--- src/rtl/acc_dp_pkg.sv ---
package acc_dp_pkg;

    // Control vector layout shared by the datapath and its sequencer
    localparam int CTRL_W   = 14;
    localparam int C_DRV_ACC = 0;
    localparam int C_DRV_PC  = 1;
    localparam int C_DRV_MDR = 2;
    localparam int C_DRV_OPD = 3;
    localparam int C_LD_ACC  = 4;
    localparam int C_LD_IR   = 5;
    localparam int C_LD_MAR  = 6;
    localparam int C_LD_MDR  = 7;
    localparam int C_LD_PC   = 8;
    localparam int C_ALU_ACC = 9;
    localparam int C_PC_INC  = 10;
    localparam int C_MEM_SEL = 11;
    localparam int C_MEM_RD  = 12;
    localparam int C_ALU_SUB = 13;

    // Bus source slots, in the same order as the drive bits
    localparam int N_SRC = 4;

    typedef struct packed {
        logic [N_SRC-1:0] drive;
        logic ld_acc;
        logic ld_ir;
        logic ld_mar;
        logic ld_mdr;
        logic ld_pc;
        logic alu_acc;
        logic pc_inc;
        logic mem_sel;
        logic mem_rd;
        logic alu_sub;
    } dp_ctrl_t;

    function automatic dp_ctrl_t unpack_ctrl(input logic [CTRL_W-1:0] v);
        dp_ctrl_t c;
        c.drive   = v[C_DRV_OPD:C_DRV_ACC];
        c.ld_acc  = v[C_LD_ACC];
        c.ld_ir   = v[C_LD_IR];
        c.ld_mar  = v[C_LD_MAR];
        c.ld_mdr  = v[C_LD_MDR];
        c.ld_pc   = v[C_LD_PC];
        c.alu_acc = v[C_ALU_ACC];
        c.pc_inc  = v[C_PC_INC];
        c.mem_sel = v[C_MEM_SEL];
        c.mem_rd  = v[C_MEM_RD];
        c.alu_sub = v[C_ALU_SUB];
        return c;
    endfunction

endpackage

--- src/rtl/acc_bus_mux.sv ---
module acc_bus_mux #(
    parameter int DW   = 8,
    parameter int NSRC = 4
) (
    input  logic                      clk,
    input  logic                      rst_n,
    input  logic [NSRC-1:0]           sel,
    input  logic [NSRC-1:0][DW-1:0]   src,
    output logic [DW-1:0]             bus
);

    logic [NSRC-1:0][DW-1:0] gated;

    // Each source is masked by its own select bit, and the masked values are ORed
    for (genvar g = 0; g < NSRC; g++) begin : g_gate
        assign gated[g] = src[g] & {DW{sel[g]}};
    end

    always_comb begin
        bus = '0;
        for (int i = 0; i < NSRC; i++) begin
            bus = bus | gated[i];
        end
    end

    // the sequencer must never select two bus sources together
    p_single_driver_r3: assert property (@(posedge clk) disable iff (!rst_n)
        $countones(sel) <= 1);

    // an undriven bus reads as zero
    p_idle_zero_r2: assert property (@(posedge clk) disable iff (!rst_n)
        (sel == '0) |-> (bus == '0));

endmodule

--- src/rtl/acc_alu.sv ---
module acc_alu #(
    parameter int DW = 8
) (
    input  logic [DW-1:0] acc,
    input  logic [DW-1:0] bus,
    input  logic          sub,
    output logic [DW-1:0] result,
    output logic          zero
);

    logic [DW-1:0] operand;

    // Subtract is done as an add of the inverted operand with a carry-in of one
    always_comb begin
        operand = sub ? ~bus : bus;
        result  = acc + operand + {{(DW-1){1'b0}}, sub};
        zero    = (result == '0);
    end

endmodule

--- src/rtl/acc_pc.sv ---
module acc_pc #(
    parameter int DW = 8
) (
    input  logic          clk,
    input  logic          rst_n,
    input  logic          ld,
    input  logic          inc,
    input  logic [DW-1:0] din,
    output logic [DW-1:0] q
);

    localparam logic [DW-1:0] ONE = {{(DW-1){1'b0}}, 1'b1};

    always_ff @(posedge clk or negedge rst_n) begin
        if (!rst_n) begin
            q <= '0;
        end else if (ld) begin
            q <= din;
        end else if (inc) begin
            q <= q + ONE;
        end
    end

    // an increment alone advances the count by one, wrapping
    p_pc_inc_r5: assert property (@(posedge clk) disable iff (!rst_n)
        (inc && !ld) |=> (q == $past(q) + ONE));

    // a load wins over a concurrent increment
    p_pc_load_r12: assert property (@(posedge clk) disable iff (!rst_n)
        ld |=> (q == $past(din)));

endmodule

--- src/rtl/acc_ram.sv ---
module acc_ram #(
    parameter int DW = 8,
    parameter int AW = 5
) (
    input  logic          clk,
    input  logic          rst_n,
    input  logic          we,
    input  logic [AW-1:0] addr,
    input  logic [DW-1:0] wdata,
    output logic [DW-1:0] rdata
);

    localparam int DEPTH = 1 << AW;

    logic [DW-1:0] mem [DEPTH];

    always_ff @(posedge clk) begin
        if (we) begin
            mem[addr] <= wdata;
        end
    end

    // The read port has no register, so it tracks the address combinationally
    assign rdata = mem[addr];

    // a written byte is present at its address on the next cycle
    p_write_r9: assert property (@(posedge clk) disable iff (!rst_n)
        we |=> (mem[$past(addr)] == $past(wdata)));

endmodule

--- src/rtl/acc_bus_datapath.sv ---
module acc_bus_datapath
    import acc_dp_pkg::*;
#(
    parameter int DW  = 8,
    parameter int OPW = 3
) (
    input  logic              clk,
    input  logic              rst_n,
    input  logic [CTRL_W-1:0] ctrl,
    output logic [OPW-1:0]    opcode,
    output logic              zero_flag,
    output logic [DW-1:0]     acc_view
);

    localparam int AW = DW - OPW;

    dp_ctrl_t c;
    assign c = unpack_ctrl(ctrl);

    logic [DW-1:0] bus;
    logic [DW-1:0] acc_q;
    logic [DW-1:0] ir_q;
    logic [AW-1:0] mar_q;
    logic [DW-1:0] mdr_q;
    logic [DW-1:0] pc_q;
    logic [DW-1:0] alu_res;
    logic          alu_zero;
    logic [DW-1:0] ram_rdata;
    logic          ram_we;
    logic [DW-1:0] operand_ext;
    logic [N_SRC-1:0][DW-1:0] srcs;

    assign operand_ext = {{OPW{1'b0}}, ir_q[AW-1:0]};

    // Source slots line up with the drive bits in the control vector
    assign srcs[C_DRV_ACC] = acc_q;
    assign srcs[C_DRV_PC]  = pc_q;
    assign srcs[C_DRV_MDR] = mdr_q;
    assign srcs[C_DRV_OPD] = operand_ext;

    acc_bus_mux #(.DW(DW), .NSRC(N_SRC)) u_bus (
        .clk   (clk),
        .rst_n (rst_n),
        .sel   (c.drive),
        .src   (srcs),
        .bus   (bus)
    );

    acc_alu #(.DW(DW)) u_alu (
        .acc    (acc_q),
        .bus    (bus),
        .sub    (c.alu_sub),
        .result (alu_res),
        .zero   (alu_zero)
    );

    acc_pc #(.DW(DW)) u_pc (
        .clk   (clk),
        .rst_n (rst_n),
        .ld    (c.ld_pc),
        .inc   (c.pc_inc),
        .din   (bus),
        .q     (pc_q)
    );

    assign ram_we = c.mem_sel && !c.mem_rd;

    acc_ram #(.DW(DW), .AW(AW)) u_ram (
        .clk   (clk),
        .rst_n (rst_n),
        .we    (ram_we),
        .addr  (mar_q),
        .wdata (mdr_q),
        .rdata (ram_rdata)
    );

    // Accumulator: the ALU write takes priority over a plain bus load
    always_ff @(posedge clk or negedge rst_n) begin
        if (!rst_n) begin
            acc_q <= '0;
        end else if (c.alu_acc) begin
            acc_q <= alu_res;
        end else if (c.ld_acc) begin
            acc_q <= bus;
        end
    end

    // Instruction and address registers load from the bus only
    always_ff @(posedge clk or negedge rst_n) begin
        if (!rst_n) begin
            ir_q  <= '0;
            mar_q <= '0;
        end else begin
            if (c.ld_ir) begin
                ir_q <= bus;
            end
            if (c.ld_mar) begin
                mar_q <= bus[AW-1:0];
            end
        end
    end

    // Data register: a memory read takes priority over a bus load
    always_ff @(posedge clk or negedge rst_n) begin
        if (!rst_n) begin
            mdr_q <= '0;
        end else if (c.mem_sel && c.mem_rd) begin
            mdr_q <= ram_rdata;
        end else if (c.ld_mdr) begin
            mdr_q <= bus;
        end
    end

    assign opcode    = ir_q[DW-1 -: OPW];
    assign zero_flag = alu_zero;
    assign acc_view  = acc_q;

    // the accumulator absorbs the sum
    p_acc_add_r6: assert property (@(posedge clk) disable iff (!rst_n)
        (c.alu_acc && !c.alu_sub) |=> (acc_q == DW'($past(acc_q) + $past(bus))));

    // the accumulator absorbs the difference
    p_acc_sub_r7: assert property (@(posedge clk) disable iff (!rst_n)
        (c.alu_acc && c.alu_sub) |=> (acc_q == DW'($past(acc_q) - $past(bus))));

    // a zero flag on an ALU write leaves a zero accumulator
    p_zero_acc_r8: assert property (@(posedge clk) disable iff (!rst_n)
        (c.alu_acc && alu_zero) |=> (acc_q == '0));

    // the instruction register captures the bus
    p_ir_load_r4: assert property (@(posedge clk) disable iff (!rst_n)
        c.ld_ir |=> (ir_q == $past(bus)));

    // a memory read lands in the data register
    p_mdr_read_r10: assert property (@(posedge clk) disable iff (!rst_n)
        (c.mem_sel && c.mem_rd) |=> (mdr_q == $past(ram_rdata)));

    // an ALU write beats a bus load into the accumulator
    p_acc_prio_r12: assert property (@(posedge clk) disable iff (!rst_n)
        (c.alu_acc && c.ld_acc) |=> (acc_q == $past(alu_res)));

endmodule

--- config.mk ---
export PLATFORM = sky130hd
export DESIGN_NAME = acc_bus_datapath
export DESIGN_NICKNAME = d
export VERILOG_FILES = /design/src/rtl/acc_dp_pkg.sv /design/src/rtl/acc_bus_mux.sv /design/src/rtl/acc_alu.sv /design/src/rtl/acc_pc.sv /design/src/rtl/acc_ram.sv /design/src/rtl/acc_bus_datapath.sv
export SDC_FILE = /design/constraint.sdc
export NUM_CORES = 1
export LEC_CHECK = 0
export BUFFER_PORTS_ARGS = -buffer_cell sky130_fd_sc_hd__buf_2
export CAP_MARGIN = 0
export CELL_PAD_IN_SITES_DETAIL_PLACEMENT = 0
export CELL_PAD_IN_SITES_GLOBAL_PLACEMENT = 1
export CORE_ASPECT_RATIO = 0.5
export CORE_MARGIN = 3
export CORE_UTILIZATION = 55
export CTS_BUF_LIST = sky130_fd_sc_hd__clkbuf_4 sky130_fd_sc_hd__clkbuf_8
export CTS_CLUSTER_DIAMETER = 30
export DETAILED_ROUTE_END_ITERATION = 8
export PLACE_DENSITY = 0.89
export SETUP_SLACK_MARGIN = 0.2
export SYNTH_ARGS = -nofsm -noshare
export SYNTH_HDL_FRONTEND = slang
export SYNTH_SLANG_ARGS = --single-unit
--- constraint.sdc ---
create_clock -name clk -period 7.1 [get_ports clk]
set_input_delay 1.775 -clock clk [delete_from_list [all_inputs] [get_ports clk]]
set_output_delay 1.775 -clock clk [all_outputs]
set_load 0.02 [all_outputs]
=== Yosys cells after proc, flatten, opt, wreduce, memory -nomap -nowiden ===
Memory sizes are Yosys's and may differ from the RTL's.
Index checks and enable logic that the tools add are counted.

* Flip-flop bits (word level): 37
* RAM bits: 256
* Output and inout bits: 12
* Logic and storage cells: 33
* Memories kept: 1

* $add $sub $neg: 3
* Mux-type cells: 9
* Bitwise gates (word level): 8
* Reductions and logical operators: 7

{| class="wikitable"
|+ Memory list
! name !! depth !! width !! read ports !! clocked after Yosys merged registers in !! write ports !! line !! source
|-
| u_ram.mem || 32 || 8 || 1 || 0 || 1 || acc_ram.sv:15 || <nowiki>logic [DW-1:0] mem [DEPTH];</nowiki>
|}

{| class="wikitable"
|+ Operators by type and width
! operator !! count
|-
| 8-bit two-way mux || 7
|-
| 8-bit AND || 3
|-
| 8-bit bitwise OR || 3
|-
| 8-bit by 1-bit adder with 8-bit output || 1
|-
| 8-bit by 1-bit adder with 8-bit output (second input constant) || 1
|-
| 8-bit adder || 1
|-
| 5-bit by 8-bit AND with 8-bit output || 1
|-
| 8-bit zero test || 1
|-
| 8-bit inverter || 1
|-
| 2-bit nonzero test || 3
|-
| 1-bit logical AND || 2
|-
| 1-bit two-way mux || 2
|-
| 1-bit zero test || 1
|}

=== Longest topological paths before layout ===
Gate-level depths: netlist of the first run.

* Depth after elaboration: 9
* Mapped depth: 14
* Gate-level depth less buffers: 12

=== Modules after synthesis ===
From an unflattened synthesis of the first run, not the netlist that was laid out.

* Cells, all modules: 795
* Area, all modules: 12,364.4 um^2

{| class="wikitable"
|+ Modules (own cells, without submodules)
! module !! instances !! cells each !! area each (um^2) !! seq. area each (um^2)
|-
| acc_ram || 1 || 568 || 10,045.9 || 7,687.4
|-
| acc_bus_datapath || 1 || 103 || 1,306.3 || 725.7
|-
| acc_pc || 1 || 49 || 450.4 || 200.2
|-
| acc_alu || 1 || 47 || 391.6 || 0.0
|-
| acc_bus_mux || 1 || 28 || 170.2 || 0.0
|}

=== Least setup slack after synthesis of the first run ===
No wires, ideal clock.

* Path type: input -> output
* Start: input ctrl[1]
* End: output zero_flag
* Arrival time: 4.598 ns
* Path slack: 0.727 ns
* Cell stages on the path: 13
* Path through: buf_4 > a22o_1 > a221oi_1 > xnor2_1 > ha_1 > clkbuf_1 > and3_1 > nand3_1 > o211ai_4 > a31oi_4 > xnor2_2 > xnor2_1 > mux2i_1

* Cells in the longest elaborated chain, start to end: 9

{| class="wikitable"
|+ Ends and longest elaborated chain
! item !! line !! source
|-
| start, declared || acc_bus_datapath.sv:9 || <nowiki>input logic [CTRL_W-1:0] ctrl,</nowiki>
|-
| 8-bit AND * || acc_bus_mux.sv:16 || <nowiki>assign gated[g] = src[g] & {DW{sel[g]}};</nowiki>
|-
| 8-bit bitwise OR * (3 in series) || acc_bus_mux.sv:22 || <nowiki>bus = bus | gated[i];</nowiki>
|-
| 8-bit inverter || acc_alu.sv:15 || <nowiki>operand = sub ? ~bus : bus;</nowiki>
|-
| 8-bit two-way mux * || acc_alu.sv:15 ||
|-
| 8-bit adder * || acc_alu.sv:16 || <nowiki>result = acc + operand + {{(DW-1){1'b0}}, sub};</nowiki>
|-
| 8-bit by 1-bit adder with 8-bit output * || acc_alu.sv:16 ||
|-
| 8-bit zero test * || acc_alu.sv:17 || <nowiki>zero = (result == '0);</nowiki>
|-
| end, declared || acc_bus_datapath.sv:11 || <nowiki>output logic zero_flag,</nowiki>
|}

Mark *: on every way between the ends. The rest lies on a longest branch, timed or not.

=== Worst setup path after layout of the first run ===
Ends and elaborated chain as after synthesis.

==> impl_metrics.tcl, run 1 <==
set metrics [dict create \
    syn_nets 721 \
    grt_usage 0.2230 \
    r2r.worst_path.cells 11 \
    grt_pass1_vias 6776 \
    async_flop_share 0.1263 \
    cts_tree "done" \
    antennaDiodeCount 0 \
    cts_setup_buffers 0 \
    tns_ns 0 \
    synth_top_family_by_area "multiplexers" \
    gp_congestion 0.8442 \
    synth_cells 697 \
    cpMaxStageDelayCell "fa_1" \
    core_area_mm2 0.02106 \
    synth_edf_count 256 \
    hold_buffers 0 \
    fin_nets 761 \
    worstSetupPathType "in2out" \
    worst_slew_pin_slew_ns 1.240 \
    synth_fa_ha_area_frac 0.008892 \
    clk_pin_slew_worst_paths_ns 0.06 \
    power_density_mw_per_mm2 345.0 \
    avgSynthCellArea_um2 17.36 \
    die-area_mm2 0.02393 \
    fp.dieW_um 215.8 \
    clock_latency_ns 0.54 \
    viasPerCell 6.271 \
    synth.distinct_cells 51 \
    synth_top_cell_area_share 0.6352 \
    r2r-end "acc_view[6]" \
    synth_compound_area_frac 0.06731 \
    rows 37 \
    synth-xor-area-share 0.01510 \
    period_needed_ns 6.214 \
    ys_dominant_reg_cell "edfxtp_1" \
    vias 6622 \
    status "completed" \
    antenna_left 0 \
    path_common_cell "buf_2" \
    ctsRootBufferMaster "clkbuf_8" \
    cts_made_buffers 41 \
    p_leak_nw 4.387 \
    grt_setup_unrepaired "no" \
    syn2layout_area_growth_pct 9.750 \
    grt.overflow.total 0 \
    synth-seq-area-share 0.7117 \
    dr.pass1.iters 5 \
    setup_viol 0 \
    maxCapViolations 0 \
    ios 28 \
    synth.ff_latch_count 293 \
    htreeDepth 2 \
    drive_gt1_frac 0.2369 \
    yosys.area.top_type "edfxtp_1" \
    antenna_found_initial 0 \
    crit_family "compound AO/OA/AOI/OAI gates" \
    slew_violations 0 \
    hold_violations 0 \
    rrSetupSlack_ns 3.65 \
    die_y_um 110.9 \
    clock.fmax_ghz 0.1609 \
    fin_skew_ns 0.03831 \
    synthTopCellsByArea "edfxtp_1 (64%), mux4_2 (12%), dfrtp_1 (7.7%)" \
    fin_util 0.6305 \
    routed_wl_um 25860 \
    hp-class "reg2reg" \
    netlist_area_mm2 0.01210 \
    crit_arrival_ns 4.44 \
    worst_setup_path_start_kind "input pin" \
    post-dp-hpwl_um 16270 \
    ys_warn_count 0 \
    cp_cell_sequence "buf_2 > a22o_1 > a221oi_1 > xnor2_1 > fa_1 > a211o_1 > a21oi_1 > nor2b_1 > nor2_1 > xor2_1 > nand4b_1 > mux2i_1 > buf_2" \
    wl_per_cell_um 24.49 \
    fin_crit_sh 0.8752 \
    hold_start "ir_q[7]" \
    end_kind "primary output" \
    cp.buffers_inverters 2 \
    drc 0 \
    crit_fanout 8 \
    initial_utilization 0.5745 \
    critPathRequiredTime_ns 5.33 \
    numPortBuffers 27 \
    slowest_delay_ns 0.45 \
    yosys.area_share.simple 0.05014 \
    r2r-start "mdr_q[0]" \
    clock_path_buffers 3 \
    cts_resized 0 \
    hold-path-cell-count 2 \
    clock_sinks 293 \
    grt_first_pass_wirelength_um 41020 \
    grt_max_degree 42 \
    slew_headroom 0.1733 \
    synthMuxAreaShare 0.1242 \
    peakVddDrop_uv 198.4 \
    min_to "ir_q[7]" \
    detail_route.iter0.violations 985 \
]
cell usage in the layout, fill, tap and decap left out, types with 14 or more instances in the layout:
cell      count
clkbuf_4     14
dfrtp_1      35
a21oi_1      43
nand2_1      23
edfxtp_1    256
clkbuf_8     41
mux4_2       64
buf_2        27
nor2_1       67
how the worst max path moves through the flow:
stage          startpoint   endpoint  slack [ns]  cells past startpoint
2_1_floorplan     ctrl[1]  zero_flag        0.73                     13
6_report          ctrl[1]  zero_flag        0.89                     13
4_1_cts           ctrl[1]  zero_flag        0.90                     13
3_5_place_dp      ctrl[1]  zero_flag        0.90                     13
3_3_place_gp      ctrl[1]  zero_flag        0.96                     13
5_1_grt           ctrl[1]  zero_flag        0.54                     12
where the power goes:
group / leakage (nW) / switching [mW] / internal (mW)
combinational: 1.27 / 0.580 / 0.423
clock: 0.424 / 0.600 / 0.690
sequential: 2.69 / 0.203 / 2.09
total: 4.39 / 1.38 / 3.20
state kept, by name, indices dropped and copies added, names as in the netlist:
register,count
mar_q,5
acc_view,8
u_pc.q,8
u_ram.mem,256
ir_q,8
mdr_q,8
cells in the mapped netlist (2+ instances only):
library cell,instances
edfxtp_1,256
nor2_1,67
mux4_2,64
a21oi_1,43
dfrtp_1,37
nand2_1,23
clkbuf_1,21
a22oi_1,12
o21ai_0,12
xnor2_1,12
a221oi_1,11
buf_2,9
nor2b_1,9
a21o_1,8
clkinv_1,8
ha_1,7
xor2_1,7
a31oi_1,6
buf_4,6
a22o_1,5
inv_1,5
mux2i_1,5
nand3_1,5
nand4_1,5
and3_1,4
buf_6,4
o22ai_1,4
a211oi_1,3
a222oi_1,3
buf_1,3
nand2b_1,3
nand3b_1,3
or3b_2,3
a211o_1,2
a22oi_2,2
nand4b_1,2
o211ai_1,2
o2bb2ai_1,2
or3_1,2
stage by stage:
| step | power, mW | setup WS (ns) | cells | cell area [um2] | hold slack (ns) |
|---|---|---|---|---|---|
| global route | 4.793 | 0.5371 | 1056 | 13280 | 0.5711 |
| floorplan | 2.974 | 0.7273 | 697 | 12100 | 0.4904 |
| finish | 4.583 | 0.8862 | 1056 | 13280 | 0.5244 |
| CTS | 4.589 | 0.9025 | 1056 | 13280 | 0.5329 |
| detailed placement | 3.315 | 0.8985 | 986 | 12480 | 0.5200 |
| global placement | 3.282 | 0.9581 | 986 | 12480 | 0.5028 |
worst register-to-register path: stages, from the launching register on:
cell     delay, ns
dfrtp_1       1.14
a22oi_2       0.26
and2_4        0.29
nand2_1       0.08
nand2_1       0.07
fa_1          0.45
a211o_1       0.33
a21oi_1       0.15
nor2b_1       0.06
nor2_1        0.11
xor2_1        0.24
mux2i_1       0.12
cell type report:
cell class	count	area, um2
tap	292	365.4
clock inverter	15	132.6
timing repair buffer	40	232.7
sequential	293	8618
fill	1421	7782
multi-input combinational	348	3214
inverter	13	48.80
clock buffer	55	669.4
kinds of logic after synthesis:
family	Yosys count
AOI/OAI and AO/OA	119
xor gates and xnor gates	20
adders and majority gates	8
buffers and inverters	56
DFF	293
muxes	70
and+or+nand+nor	131
routing by layer:
metal | vias to the layer above | share of wire | track usage
met5 | - | 0 | 0
met2 | 367 | 0.47 | 0.3503
met4 | 0 | 0.018 | 0.05761
met3 | 45 | 0.096 | 0.04326
met1 | 3360 | 0.41 | 0.3269
li1 | 2850 | - | -
No activity file was read; power rests on OpenSTA's default activity.
==> run 2, diff against run 1 <==
--- a/config.mk
+++ b/config.mk
@@ -16,6 +16,7 @@
 export CTS_CLUSTER_DIAMETER = 30
 export DETAILED_ROUTE_END_ITERATION = 8
 export PLACE_DENSITY = 0.89
+export REMOVE_ABC_BUFFERS = 1
 export SETUP_SLACK_MARGIN = 0.2
 export SYNTH_ARGS = -nofsm -noshare
 export SYNTH_HDL_FRONTEND = slang
==> run 2 against run 1 <==
Global-route usage fell by 0.091 points. First-iteration DRC count decreased by 13%. Routed wire length shrank 0.38%. Largest power group unchanged. Highest routed layer unchanged. Register-to-register slack better by 0.13 ns. Critical path type unchanged. Clock skew fell by 0.023 ns. Hold slack got worse by 0.0081 ns. Sequential share of layout area barely moved. Flip-flop and latch count stayed put. Cell count up 0.19%. Worst setup slack got worse by 0.035 ns. Sequential power hardly changed. Via count increased by 1.8%.
==> impl_metrics.tcl, run 2 (synthesis results as in run 1) <==
set metrics [dict create \
    gp_congestion 0.8699 \
    crit_arrival_ns 4.47 \
    preCtsSetupSlack_ns 0.8594 \
    hold_start "ir_q[7]" \
    final_common_cell "edfxtp_1" \
    setup_ws_ns 0.8512 \
    period_needed_ns 6.249 \
    numPortBuffers 27 \
    fin_skew_ns 0.01516 \
    fillCellCount 1391 \
    clock_sinks 293 \
    cts_tree "done" \
    drc 0 \
    die_y_um 110.9 \
    fin_nets 762 \
    clkPwrFrac 0.282 \
    final_cell_mix "edfxtp_1 (256), nor2_1 (67), mux4_2 (64)" \
    peakVddDrop_uv 157.8 \
    slew_violations 0 \
    dr.pass1.iters 8 \
    cts_resized 0 \
    slew_headroom 0.1831 \
    r2r.worst_path.cells 7 \
    largest_reg_flops 256 \
    worst_slew_pin_slew_ns 1.223 \
    viasPerCell 6.374 \
    critPathRequiredTime_ns 5.33 \
    clock.fmax_ghz 0.1600 \
    largest-register "u_ram.mem" \
    clock_path_buffers 3 \
    fin_crit_sh 0.8801 \
    core_area_mm2 0.02106 \
    p_int_mw 3.195 \
    grt_usage 0.2221 \
    htreeDepth 2 \
    maxCapViolations 0 \
    hold_buffers 0 \
    worst_setup_path_start_kind "input pin" \
    fin_util 0.6308 \
    cts_setup_buffers 0 \
    hold-path-cell-count 2 \
    status "completed" \
    antennaDiodeCount 0 \
    worstSetupPathType "in2out" \
    antenna_found_initial 0 \
    die-area_mm2 0.02393 \
    end_kind "primary output" \
    p_leak_nw 4.397 \
    min_to "ir_q[7]" \
    tns_ns 0 \
    crit_fanout 8 \
    ctsRootBufferMaster "clkbuf_8" \
    syn2layout_area_growth_pct 9.791 \
    drive_gt1_frac 0.2376 \
    post-dp-hpwl_um 16220 \
    initial_utilization 0.5745 \
    seqPwrFrac 0.502 \
    p_comb_frac 0.217 \
    detail_route.iter0.violations 859 \
    p_sw_frac 0.2999 \
    cts_made_buffers 41 \
    switchingPower_mw 1.369 \
    power_density_mw_per_mm2 343.5 \
    grt_pass1_vias 6736 \
    grt_first_pass_wirelength_um 40600 \
    vias 6744 \
    antenna_left 0 \
    grt_setup_unrepaired "no" \
    grt_max_degree 49 \
    rows 37 \
    clock_latency_ns 0.52 \
    routed_wl_um 25760 \
    fp.dieW_um 215.8 \
    setup_viol 0 \
    r2r-start "mar_q[0]" \
    ios 28 \
    hold_violations 0 \
    grt.overflow.total 0 \
    wl_per_cell_um 24.35 \
    clk_pin_slew_worst_paths_ns 0.06 \
    r2r-end "mdr_q[0]" \
    hp-class "reg2reg" \
    rrSetupSlack_ns 3.78 \
]
[run 2: cell types whose count changed in the layout (fill, tap and decap cells not counted), sizes merged]
cell / delta
buf: +1
clkbuf: +4
clkinvlp: -1
inv: -1
bufinv: -1
[run 2: worst max path at each step]
stage            start   endpoint  slack, ns  cells past startpoint
2_1_floorplan  ctrl[1]  zero_flag       0.93                     11
3_3_place_gp   ctrl[1]  zero_flag       0.95                     12
3_5_place_dp   ctrl[1]  zero_flag       0.86                     12
4_1_cts        ctrl[1]  zero_flag       0.86                     12
5_1_grt        ctrl[1]  zero_flag       0.61                     13
6_report       ctrl[1]  zero_flag       0.85                     13
[run 2: stage by stage]
step | cell area (um2) | total power, mW | hold slack [ns] | cells
floorplan | 11880 | 2.952 | 0.4928 | 654
global placement | 12490 | 3.270 | 0.5045 | 987
detailed placement | 12490 | 3.298 | 0.5137 | 987
CTS | 13290 | 4.570 | 0.5255 | 1058
global route | 13290 | 4.774 | 0.5403 | 1058
finish | 13290 | 4.564 | 0.5163 | 1058
[run 2: power by group through the flow]
stage,logic (mW),registers [mW],clock network (mW)
after global routing,1.08,2.31,1.39
final,0.989,2.29,1.29
after CTS,0.983,2.29,1.30
after global placement,0.956,2.31,0
after floorplan,0.627,2.32,0
after detailed placement,0.976,2.32,0
[run 2: final cells by class]
type,count,area (um2),share of cell area
Clock buffer,59,718.2,0.05405
Timing Repair Buffer,41,240.2,0.01808
Inverter,13,48.80,0.003673
Tap cell,292,365.4,0.02750
Sequential cell,293,8618,0.6486
Clock inverter,12,81.33,0.006121
Multi-Input combinational cell,348,3214,0.2419
[run 2: metal layers]
| metal | share of wire | global-route usage | up-vias |
|---|---|---|---|
| li1 | - | - | 2850 |
| met1 | 0.40 | 0.3199 | 3433 |
| met2 | 0.47 | 0.3411 | 400 |
| met3 | 0.11 | 0.05723 | 61 |
| met4 | 0.025 | 0.06420 | 0 |
| met5 | 0 | 0 | - |
[run 2: critical path: stages]
cell	delay, ns
buf_2	0.16
a22o_1	0.21
a221oi_1	0.32
xnor2_1	0.16
fa_1	0.44
a211o_1	0.33
a21oi_1	0.18
nor2b_1	0.06
nor2_1	0.11
xor2_1	0.23
nand4_1	0.12
mux2i_1	0.18
buf_2	0.19
==> run 3, diff against run 2 <==
--- a/config.mk
+++ b/config.mk
@@ -15,6 +15,7 @@
 export CTS_BUF_LIST = sky130_fd_sc_hd__clkbuf_4 sky130_fd_sc_hd__clkbuf_8
 export CTS_CLUSTER_DIAMETER = 30
 export DETAILED_ROUTE_END_ITERATION = 8
+export MAX_ROUTING_LAYER = met4
 export PLACE_DENSITY = 0.89
 export REMOVE_ABC_BUFFERS = 1
 export SETUP_SLACK_MARGIN = 0.2
==> run 3 against run 2 <==
Sequential share of layout area unchanged. Largest power group unchanged. Cell count unchanged. Fmax about the same. Highest routed layer unchanged. Hold slack better by 0.00094 ns. Critical endpoint unchanged.
==> impl_metrics.tcl, run 3 (synthesis results as in run 1) <==
set metrics [dict create \
    preCtsSetupSlack_ns 0.8594 \
    ctsRootBufferMaster "clkbuf_8" \
    fin_skew_ns 0.01967 \
    numPortBuffers 27 \
    peakVddDrop_uv 157.7 \
    ios 28 \
    drc 0 \
    htreeDepth 2 \
    clock.fmax_ghz 0.1601 \
    period_needed_ns 6.245 \
    power_density_mw_per_mm2 343.1 \
    largest_reg_flops 256 \
    fp.dieW_um 215.8 \
    crit_arrival_ns 4.47 \
    path_common_cell "buf_2" \
    cts_tree "done" \
    grt_max_degree 49 \
    worst_hold_slack_ns 0.5173 \
    final_cell_mix "edfxtp_1 (256), nor2_1 (67), mux4_2 (64)" \
    maxCapViolations 0 \
    clk_pin_slew_worst_paths_ns 0.06 \
    detail_route.iter0.violations 829 \
    initial_utilization 0.5745 \
    hold_violations 0 \
    stdcell_count 1058 \
    hold_buffers 0 \
    grt_setup_unrepaired "no" \
    cts_resized 0 \
    clock_path_buffers 3 \
    worst_setup_path_start_kind "input pin" \
    syn2layout_area_growth_pct 9.791 \
    fin_nets 762 \
    gp_congestion 0.8841 \
    dr.pass1.iters 6 \
    largest-register "u_ram.mem" \
    rows 37 \
    setup_viol 0 \
    routed_wl_um 25770 \
    dp.cells 987 \
    vias 6700 \
    cp_cell_sequence "buf_2 > a22o_1 > a221oi_1 > xnor2_1 > fa_1 > a21o_1 > a211oi_1 > a21oi_1 > nor4_1 > nand4_1 > mux2i_1 > buf_2" \
    tns_ns 0 \
    fin_util 0.6308 \
    status "completed" \
    clock_sinks 293 \
    grt_usage 0.2283 \
    p_leak_nw 4.397 \
    drive_gt1_frac 0.2376 \
    die-area_mm2 0.02393 \
    core_area_mm2 0.02106 \
    grt_first_pass_wirelength_um 40540 \
    critPathRequiredTime_ns 5.33 \
    end_kind "primary output" \
    antenna_found_initial 0 \
    setup_ws_ns 0.8548 \
    final_common_cell "edfxtp_1" \
    hp-class "reg2reg" \
    viasPerCell 6.333 \
    slew_headroom 0.1571 \
    antenna_left 0 \
    wl_per_cell_um 24.36 \
    cts_made_buffers 41 \
    worstSetupPathType "in2out" \
    cts_setup_buffers 0 \
    crit_fanout 8 \
    antennaDiodeCount 0 \
    slowest_delay_ns 0.44 \
    worst_slew_pin_slew_ns 1.262 \
    grt.overflow.total 0 \
    die_y_um 110.9 \
    post-dp-hpwl_um 16220 \
    fin_crit_sh 0.8796 \
    cpMaxStageDelayCell "fa_1" \
    grt_pass1_vias 6746 \
    clock_latency_ns 0.52 \
    slew_violations 0 \
]
-- run 3: cell counts in the layout (fill, tap and decap cells not counted) --
Identical to the previous run, type by type.
-- run 3: cell type report --
cell class                 instances  area (um2)
inverter                          13       48.80
tap                              292       365.4
sequential                       293        8618
clock buffer                      59       718.2
timing repair buffer              41       240.2
clock inverter                    12       81.33
fill                            1391        7777
multi-input combinational        348        3214
-- run 3: layer usage --
layer / up-vias / track usage / wire length, um
met5: - / - / 0
met4: 0 / 0.06376 / 673
met3: 64 / 0.05559 / 2489
met2: 375 / 0.3422 / 12130
met1: 3411 / 0.3185 / 10470
li1: 2850 / - / -
-- run 3: where the power goes --
group	leakage (nW)	total, mW	switching [mW]	internal (mW)
Sequential	2.69	2.29	0.204	2.09
Clock	0.429	1.28	0.594	0.687
Combinational	1.28	0.988	0.565	0.423
Total	4.40	4.56	1.36	3.20
-- run 3: final timing paths --
path	from	endpoint	slack, ns	depth (start not counted)
max	ctrl[1]	zero_flag	0.85	12
min	ir_q[7]	ir_q[7]	0.52	2
max reg2reg	mar_q[1]	u_ram.mem[27][6]	3.77	3
min reg2reg	ir_q[7]	ir_q[7]	0.52	2
max in group asynchronous	rst_n	mar_q[0]	5.14	1
min in group asynchronous	rst_n	acc_view[2]	1.35	1
-- run 3: critical path: cells and delay by family --
family | cells | cell delay, ns
xor gates and xnor gates | 1 | 0.17
adders and majority gates | 1 | 0.44
buffers and inverters | 2 | 0.35
AOI/OAI and AO/OA | 5 | 1.04
and+or+nand+nor | 2 | 0.51
muxes | 1 | 0.18
-- run 3: through the flow --
step / cell area (um2) / power (mW)
after global placement: 12490 / 3.270
after floorplan: 11880 / 2.952
after global routing: 13290 / 4.774
after CTS: 13290 / 4.570
final: 13290 / 4.559
after detailed placement: 12490 / 3.298
